--- src/rtl/alu32_pkg.sv ---
package alu32_pkg;

  localparam int unsigned DATA_W  = 32;
  localparam int unsigned OP_W    = 4;
  localparam int unsigned CLS_W   = 2;
  localparam int unsigned FUNCT_W = 6;

  typedef enum logic [OP_W-1:0] {
    OP_AND  = 4'b0000,
    OP_OR   = 4'b0001,
    OP_ADD  = 4'b0010,
    OP_SUB  = 4'b0110,
    OP_SLT  = 4'b0111,
    OP_NOR  = 4'b1100,
    OP_NONE = 4'b1111
  } alu_op_e;

  typedef enum logic [CLS_W-1:0] {
    CLS_MEM    = 2'b00,
    CLS_BRANCH = 2'b01,
    CLS_RTYPE  = 2'b10,
    CLS_RSVD   = 2'b11
  } alu_cls_e;

  localparam logic [FUNCT_W-1:0] FN_ADD = 6'h20;
  localparam logic [FUNCT_W-1:0] FN_SUB = 6'h22;
  localparam logic [FUNCT_W-1:0] FN_AND = 6'h24;
  localparam logic [FUNCT_W-1:0] FN_OR  = 6'h25;
  localparam logic [FUNCT_W-1:0] FN_NOR = 6'h27;
  localparam logic [FUNCT_W-1:0] FN_SLT = 6'h2A;

endpackage

--- src/rtl/alu32_ctrl_dec.sv ---
module alu32_ctrl_dec
  import alu32_pkg::*;
(
  input  logic [CLS_W-1:0]   cls_i,
  input  logic [FUNCT_W-1:0] funct_i,
  output alu_op_e            op_o
);

  alu_op_e fn_op;

  // Register-format function field lookup
  always_comb begin
    case (funct_i)
      FN_ADD:  fn_op = OP_ADD;
      FN_SUB:  fn_op = OP_SUB;
      FN_AND:  fn_op = OP_AND;
      FN_OR:   fn_op = OP_OR;
      FN_SLT:  fn_op = OP_SLT;
      FN_NOR:  fn_op = OP_NOR;
      default: fn_op = OP_NONE;
    endcase
  end

  // Class selection
  always_comb begin
    case (alu_cls_e'(cls_i))
      CLS_MEM:    op_o = OP_ADD;
      CLS_BRANCH: op_o = OP_SUB;
      CLS_RTYPE:  op_o = fn_op;
      default:    op_o = OP_NONE;
    endcase
  end

  always_comb begin
    if (cls_i == CLS_MEM)
      AST_MEM_ADD: assert (op_o == OP_ADD) else $error("memory class not add");
    if (cls_i == CLS_BRANCH)
      AST_BR_SUB: assert (op_o == OP_SUB) else $error("branch class not sub");
    if (cls_i == CLS_RSVD)
      AST_RSVD_NONE: assert (op_o == OP_NONE) else $error("reserved class decoded");
  end

endmodule

--- src/rtl/alu32_addsub.sv ---
module alu32_addsub #(
  parameter int unsigned W = 32
) (
  input  logic [W-1:0] a_i,
  input  logic [W-1:0] b_i,
  input  logic         sub_i,
  output logic [W-1:0] sum_o,
  output logic         less_o
);

  logic [W-1:0] b_eff;
  logic         ovf;

  always_comb begin
    b_eff  = sub_i ? ~b_i : b_i;
    sum_o  = a_i + b_eff + W'(sub_i);
    ovf    = (a_i[W-1] == b_eff[W-1]) && (sum_o[W-1] != a_i[W-1]);
    less_o = sum_o[W-1] ^ ovf;
  end

  always_comb begin
    if (sub_i && (a_i == b_i))
      AST_EQ_DIFF_ZERO: assert (sum_o == '0) else $error("equal operands nonzero difference");
    if (sub_i && (a_i == b_i))
      AST_EQ_NOT_LESS: assert (!less_o) else $error("equal operands reported less");
  end

endmodule

--- src/rtl/alu32_logic.sv ---
module alu32_logic #(
  parameter int unsigned W = 32
) (
  input  logic [W-1:0] a_i,
  input  logic [W-1:0] b_i,
  output logic [W-1:0] and_o,
  output logic [W-1:0] or_o,
  output logic [W-1:0] nor_o
);

  for (genvar i = 0; i < W; i++) begin : g_bit
    assign and_o[i] = a_i[i] & b_i[i];
    assign or_o[i]  = a_i[i] | b_i[i];
    assign nor_o[i] = ~(a_i[i] | b_i[i]);
  end

endmodule

--- src/rtl/alu32_top.sv ---
module alu32_top
  import alu32_pkg::*;
(
  input  logic [CLS_W-1:0]   alu_class,
  input  logic [FUNCT_W-1:0] funct,
  input  logic [DATA_W-1:0]  opnd_a,
  input  logic [DATA_W-1:0]  opnd_b,
  output logic [OP_W-1:0]    alu_op,
  output logic [DATA_W-1:0]  result,
  output logic               zero
);

  alu_op_e           op_sel;
  logic              do_sub;
  logic [DATA_W-1:0] arith_v;
  logic              less_v;
  logic [DATA_W-1:0] and_v;
  logic [DATA_W-1:0] or_v;
  logic [DATA_W-1:0] nor_v;

  alu32_ctrl_dec u_dec (
    .cls_i   (alu_class),
    .funct_i (funct),
    .op_o    (op_sel)
  );

  assign do_sub = (op_sel == OP_SUB) || (op_sel == OP_SLT);

  alu32_addsub #(.W(DATA_W)) u_addsub (
    .a_i    (opnd_a),
    .b_i    (opnd_b),
    .sub_i  (do_sub),
    .sum_o  (arith_v),
    .less_o (less_v)
  );

  alu32_logic #(.W(DATA_W)) u_logic (
    .a_i   (opnd_a),
    .b_i   (opnd_b),
    .and_o (and_v),
    .or_o  (or_v),
    .nor_o (nor_v)
  );

  always_comb begin
    case (op_sel)
      OP_AND:  result = and_v;
      OP_OR:   result = or_v;
      OP_ADD:  result = arith_v;
      OP_SUB:  result = arith_v;
      OP_SLT:  result = {{(DATA_W-1){1'b0}}, less_v};
      OP_NOR:  result = nor_v;
      default: result = '0;
    endcase
  end

  assign zero   = ~|result;
  assign alu_op = op_sel;

  always_comb begin
    if (op_sel == OP_SLT)
      AST_SLT_UPPER: assert (result[DATA_W-1:1] == '0) else $error("slt upper bits set");
    if (op_sel == OP_NONE)
      AST_UNUSED_ZERO: assert (result == '0 && zero) else $error("unused code nonzero");
    if (op_sel == OP_SUB && opnd_a == opnd_b)
      AST_SUB_EQ_FLAG: assert (zero) else $error("equal subtract without zero flag");
    if (op_sel == OP_OR && (opnd_a != '0 || opnd_b != '0))
      AST_OR_NONZERO: assert (!zero) else $error("or of nonzero gave zero flag");
  end

endmodule

--- config.mk ---
export PLATFORM = sky130hd
export DESIGN_NAME = alu32_top
export DESIGN_NICKNAME = d
export VERILOG_FILES = /design/src/rtl/alu32_pkg.sv /design/src/rtl/alu32_ctrl_dec.sv /design/src/rtl/alu32_addsub.sv /design/src/rtl/alu32_logic.sv /design/src/rtl/alu32_top.sv
export SDC_FILE = /design/constraint.sdc
export NUM_CORES = 1
export LEC_CHECK = 0
export ABC_AREA = 0
export CAP_MARGIN = 20
export CELL_PAD_IN_SITES_DETAIL_PLACEMENT = 0
export CELL_PAD_IN_SITES_GLOBAL_PLACEMENT = 1
export CORE_UTILIZATION = 35
export DETAILED_ROUTE_END_ITERATION = 10
export GPL_ROUTABILITY_DRIVEN = 0
export GPL_TIMING_DRIVEN = 0
export PLACE_DENSITY_LB_ADDON = 0.15
export SLEW_MARGIN = 20
export SYNTH_ARGS = -nofsm -noshare
export SYNTH_HDL_FRONTEND = slang
export SYNTH_SLANG_ARGS = --single-unit
--- constraint.sdc ---
create_clock -name vclk -period 8.79
set_input_delay 1.758 -clock vclk [all_inputs]
set_output_delay 1.758 -clock vclk [all_outputs]
set_load 0.005 [all_outputs]
* Word-level counts from Yosys, hierarchy flattened *
Cells that the tools add are included.
Widths: inputs -> output; s select.

cells by class
  div/mod/pow operators = 0
  $mul = 0
  multiplexer cells = 4
  bitwise gates (word level) = 98
  reductions and logical operators = 7
  equal/unequal tests = 15
  shift operators = 0
  magnitude comparators = 0
  add/sub/neg operators = 2

operator list
  kind                count
  $pmux 32 s5         1
  $eq 6x6->1 const B  6
  $add 32x1->32       1
  $add 32x32->32      1
  $and 1x1->1         32
  $mux 32             1
  $not 1->1           32
  $not 32->32         1
  $or 1x1->1          32
  $reduce_or 32->1    1
  $pmux 4 s6          1
  $pmux 4 s3          1
  $eq 4x3->1 const B  2
  $eq 4x1->1 const B  1
  $eq 4x2->1 const B  1
  $eq 4x4->1 const B  1
  $logic_not 4->1     1
  $eq 2x1->1 const B  1
  $eq 2x2->1 const B  1
  $logic_not 2->1     1
  $reduce_or 2->1     1
  $eq 1x1->1          1
  $logic_and 1x1->1   1
  $logic_not 1->1     1
  3 further kinds     3

word-level totals
  input bits = 72
  bits in latches = 0
  register bits after elaboration = 0
  memories kept = 0
  bits in read-only memories = 0
  output and inout bits = 37
  logic and storage cells = 126
  RAM bits = 0

* Logic depth before layout (Yosys ltp) *
  word-level depth = 14
  gate-level depth with buffers = 19
  gate-level depth less buffers = 15

* Hierarchy *
From an unflattened synthesis, not the netlist that was laid out.

second synthesis, totals
  cell total of the unflattened synthesis = 680
  area, all modules = 4474.3 um^2

by module, submodules not included
  module          sequential area each (um^2)  instances  cells each  area each (um^2)
  alu32_addsub    0.0                          1          332         2352.3
  alu32_top       0.0                          1          234         1427.6
  alu32_logic     0.0                          1          96          560.5
  alu32_ctrl_dec  0.0                          1          18          133.9

* Worst setup path before layout *
OpenSTA, ideal clock, no wires.

  path type = input -> output
  start point = input port funct[2]
  end point = output port zero
  stages on the path = 18
  arrival = 6021 ps
  data required time = 7032 ps
  path slack = 1011 ps
  path buffers = 3
  path through = clkbuf_1 o21bai_1 and3_1 o31a_1 clkbuf_1 buf_1 xnor2_1 fa_1 a21oi_1 o211ai_1 a21o_1 a211oi_1 xnor2_1 a221o_1 or4_1 nor4_1 nand3b_1 nor4_2

on the way
  elaborated cells between the ends (all ways) = 26
  classes of those cells = add/sub (2); eq/ne (13); mux (4); bitwise (1); reduce/logical (6)

RTL lines
  item                  line                              source
  start: declaration    alu32_top.sv:5                    input logic [FUNCT_W-1:0] funct,
  $eq 6x6->1            alu32_ctrl_dec.sv:13              case (funct_i)
  $pmux 4 s6 (*)        alu32_ctrl_dec.sv:13
  $pmux 4 s3 (*)        alu32_ctrl_dec.sv:26              case (alu_cls_e'(cls_i))
  $eq 4x3->1            alu32_top.sv:27, alu32_top.sv:46
  $logic_or 1x1->1      alu32_top.sv:27                   assign do_sub = (op_sel == OP_SUB) || (op_sel == OP_SLT);
  $mux 32               alu32_addsub.sv:15                b_eff = sub_i ? ~b_i : b_i;
  $add 32x32->32        alu32_addsub.sv:16                sum_o = a_i + b_eff + W'(sub_i);
  $add 32x1->32         alu32_addsub.sv:16
  $pmux 32 s5 (*)       alu32_top.sv:46                   case (op_sel)
  named net result[16]  alu32_top.sv:9                    output logic [DATA_W-1:0] result,
  $reduce_or 32->1 (*)  alu32_top.sv:57                   assign zero = ~|result;
  $logic_not 1->1 (*)   alu32_top.sv:57
  end: declaration      alu32_top.sv:10                   output logic zero

The timed path passes the listed nets; every way through them passes the cells marked *.

* Worst setup path in the final report *
  start point = input port funct[4]
  end point = output port result[31]

on the way
  longest elaborated chain between the ends = 9
  elaborated cells between the ends (all ways) = 20
  classes of those cells = add/sub (2); eq/ne (11); mux (4); reduce/logical (3)

RTL lines
  item              line
  $eq 6x6->1        alu32_ctrl_dec.sv:13
  $pmux 4 s6 (*)    alu32_ctrl_dec.sv:13
  $pmux 4 s3 (*)    alu32_ctrl_dec.sv:26
  $eq 4x3->1        alu32_top.sv:27, alu32_top.sv:46
  $logic_or 1x1->1  alu32_top.sv:27
  $mux 32           alu32_addsub.sv:15
  $add 32x32->32    alu32_addsub.sv:16
  $add 32x1->32     alu32_addsub.sv:16
  $pmux 32 s5 (*)   alu32_top.sv:46
  end: declaration  alu32_top.sv:9

Mark *: on every way between the ends. The rest lies on a longest branch, timed or not.

==> results_dict.tcl <==
set metrics [dict create \
    status "completed" \
    track_usage 0.252 \
    grt_pass1_vias 4407 \
    synth.distinct_cells 73 \
    critPathMaxFanout 10 \
    instances_no_fill 789 \
    fill_cells 1102 \
    antennaDiodeCount 0 \
    rsz0062_at_grt "false" \
    cp_top_family "compound AO/OA/AOI/OAI gates" \
    core-area_sq_mm 0.0103 \
    fp.dieW_um 105 \
    seq_cells 0 \
    port_buffers 107 \
    yosys_warnings 0 \
    yosysMostFrequentCell "nand2_1" \
    rows 37 \
    ioPinCount 109 \
    max_freq_mhz 120 \
    slew_viol_final 0 \
    nClkBuffers 0 \
    syn_area_sq_mm 0.00373 \
    synth.avg_cell_area_sq_um 6.90 \
    grt_antenna_before_repair 0 \
    setup_viol 0 \
    period_needed_ns 8.31 \
    seq_area_sq_um 0 \
    clockPowerShare 0 \
    wire_per_inst_um 18.4 \
    finalHoldViolations 0 \
    intPower_uw 235 \
    place_inst 785 \
    switchingPower_uw 254 \
    crit_arrival_ns 6.55 \
    hpwl_mm 11.4 \
    crit_chain "clkdlybuf4s50_1 -> nor2b_2 -> o2111ai_2 -> o31a_1 -> buf_4 -> buf_4 -> xnor2_1 -> ha_1 -> a21oi_1 -> o21ai_2 -> a31oi_1 -> o21a_1 -> o21ai_0 -> or2_2 -> a221oi_2 -> xnor2_1 -> o21ai_0 -> clkdlybuf4s50_1" \
    first_pass_iters 5 \
    critPathBufInv 4 \
    critPathLaunchType "primary input" \
    min_path_cells 3 \
    whs_endpoint "alu_op[3]" \
    initial_utilization 0.362 \
    antenna_left 0 \
    vias 4680 \
    initialDrtViolationCount 267 \
    holdCritStartpoint "alu_class[1]" \
    cp-end-kind "output pin" \
    routed_wl_mm 14.5 \
    finalCritPeriodShare 0.946 \
    critPathRequiredTime_ns 7.03 \
    leakagePower_nw 1.98 \
    sw_frac_of_total 0.520 \
    seq_area_frac_synth 0 \
    nets 769 \
    grt-ovfl-total 0 \
    cpMaxStageDelayCell "clkdlybuf4s50_1" \
    syn-num-nets 655 \
    drc 0 \
    layout-drive-gt1-share 0.0919 \
    synth_common_cells "45 x nand2_1, 43 x a21oi_1, 41 x ha_1, 41 x xnor2_1, 37 x nor2_1" \
    p_comb_frac 1.000 \
    die-area_sq_mm 0.0111 \
    netlist.area_leader.share 0.137 \
    synthTopCellsByArea "ha_1 14%, xnor2_1 9.6%, maj3_1 6.4%" \
    yosysTopAreaCell "ha_1" \
    area_growth_pct 38.8 \
    min_path_type "primary input to output pin" \
    finalPower_uw 490 \
    dieHeight_um 105 \
    seq_power_share 0 \
    avgViaCountPerCell 5.93 \
    syn_inst 541 \
    power_per_cell_area_mw_per_mm2 94.5 \
    grt_max_degree 11 \
    slew_headroom 0.511 \
    worstSetupPathType "primary input to output pin" \
    cap_viol_max_count 0 \
    grt_pass1_wl_mm 22.8 \
    worst_path_largest_cell_delay_ns 0.56 \
    worst_slew_pin_slew_ns 0.734 \
    vdd_drop_max_uv 47.7 \
]
[cell type report]
type                            count  area (sq um)  area share
Buffer                             22           111      0.0215
Inverter                           18          67.6      0.0130
Multi-Input combinational cell    497          3690       0.711
Tap cell                          136           170      0.0328
Timing Repair Buffer              116          1150       0.221
[through the flow]
stage          hold slack [ns]  TNS [ns]  setup slack [ns]  utilization  instance area (sq um)
6_report                  4.24         0             0.479        0.502                   5180
5_1_grt                   4.24         0             0.175        0.502                   5180
4_1_cts                   4.23         0           0.00935        0.490                   5050
3_5_place_dp              4.23     -2.39             -1.20        0.483                   4990
3_3_place_gp              4.22     -1.99             -1.14        0.482                   4970
2_1_floorplan             3.59         0              1.01            -                   3730
[cells in the final DEF, fill, tap and decap left out, types with 4 or more instances in the layout]
master,n
a21oi_1,40
nor2_1,37
nor2b_1,7
xor2_1,6
o31ai_1,7
o21ai_0,21
and2_1,7
ha_1,38
a221o_1,4
inv_1,18
a22oi_1,9
and3_1,6
xnor2_1,37
nand4_1,12
nor3_1,27
nand3_1,16
a211oi_1,4
o21ai_1,4
buf_4,11
nand2b_1,6
a21o_1,14
maj3_1,24
o21bai_1,4
maj3_2,7
or3_1,7
xnor2_2,4
nand3b_1,4
clkdlybuf4s50_1,104
nand2_1,44
o21a_1,8
clkbuf_1,13
a31oi_1,4
o211ai_1,4
[how the worst max path moves through the flow]
stage               cells after the start  startpoint         end
floorplan                              18    funct[2]        zero
global placement                       18    funct[1]        zero
detailed placement                     19    funct[5]        zero
CTS                                    19    funct[5]        zero
global route                           17    funct[5]  result[31]
finish                                 18    funct[4]  result[31]
[metal layers]
layer,vias to the layer above,global-route usage,share of wire
met5,-,0,0
met4,0,0.0191,0.0092
met3,10,0.00618,0.053
met2,136,0.427,0.45
met1,2235,0.369,0.49
li1,2299,-,-
[tightest hold or removal path, cell delays in order]
cell	delay, ns
buf_2	0.16
o21a_1	0.12
clkdlybuf4s50_1	0.44
[kinds of logic after synthesis]
| group | after synthesis | share of synthesized area |
|---|---|---|
| AND/OR/NAND/NOR | 202 | 0.284 |
| AO/OA/AOI/OAI | 172 | 0.321 |
| adder cells (fa/ha/maj) | 73 | 0.228 |
| XOR/XNOR | 47 | 0.110 |
| buffers and inverters | 44 | 0.0479 |
| multiplexers | 3 | 0.00804 |
[timing repair]
action / in CTS / in global routing
hold buffers: 0 / 0
resized for setup: 22 / 26
buffers inserted: 5 / 3
pin swaps: 3 / 2
setup endpoints to repair: 9 / 3
cloned: 0 / 0
[power by group through the flow]
| stage | Combinational [mW] | Clock, mW | Sequential (mW) |
|---|---|---|---|
| after floorplan | 0.277 | 0 | 0 |
| after global placement | 0.455 | 0 | 0 |
| after detailed placement | 0.459 | 0 | 0 |
| after CTS | 0.471 | 0 | 0 |
| after global routing | 0.534 | 0 | 0 |
| final | 0.490 | 0 | 0 |
No activity file was read; power rests on OpenSTA's default activity.
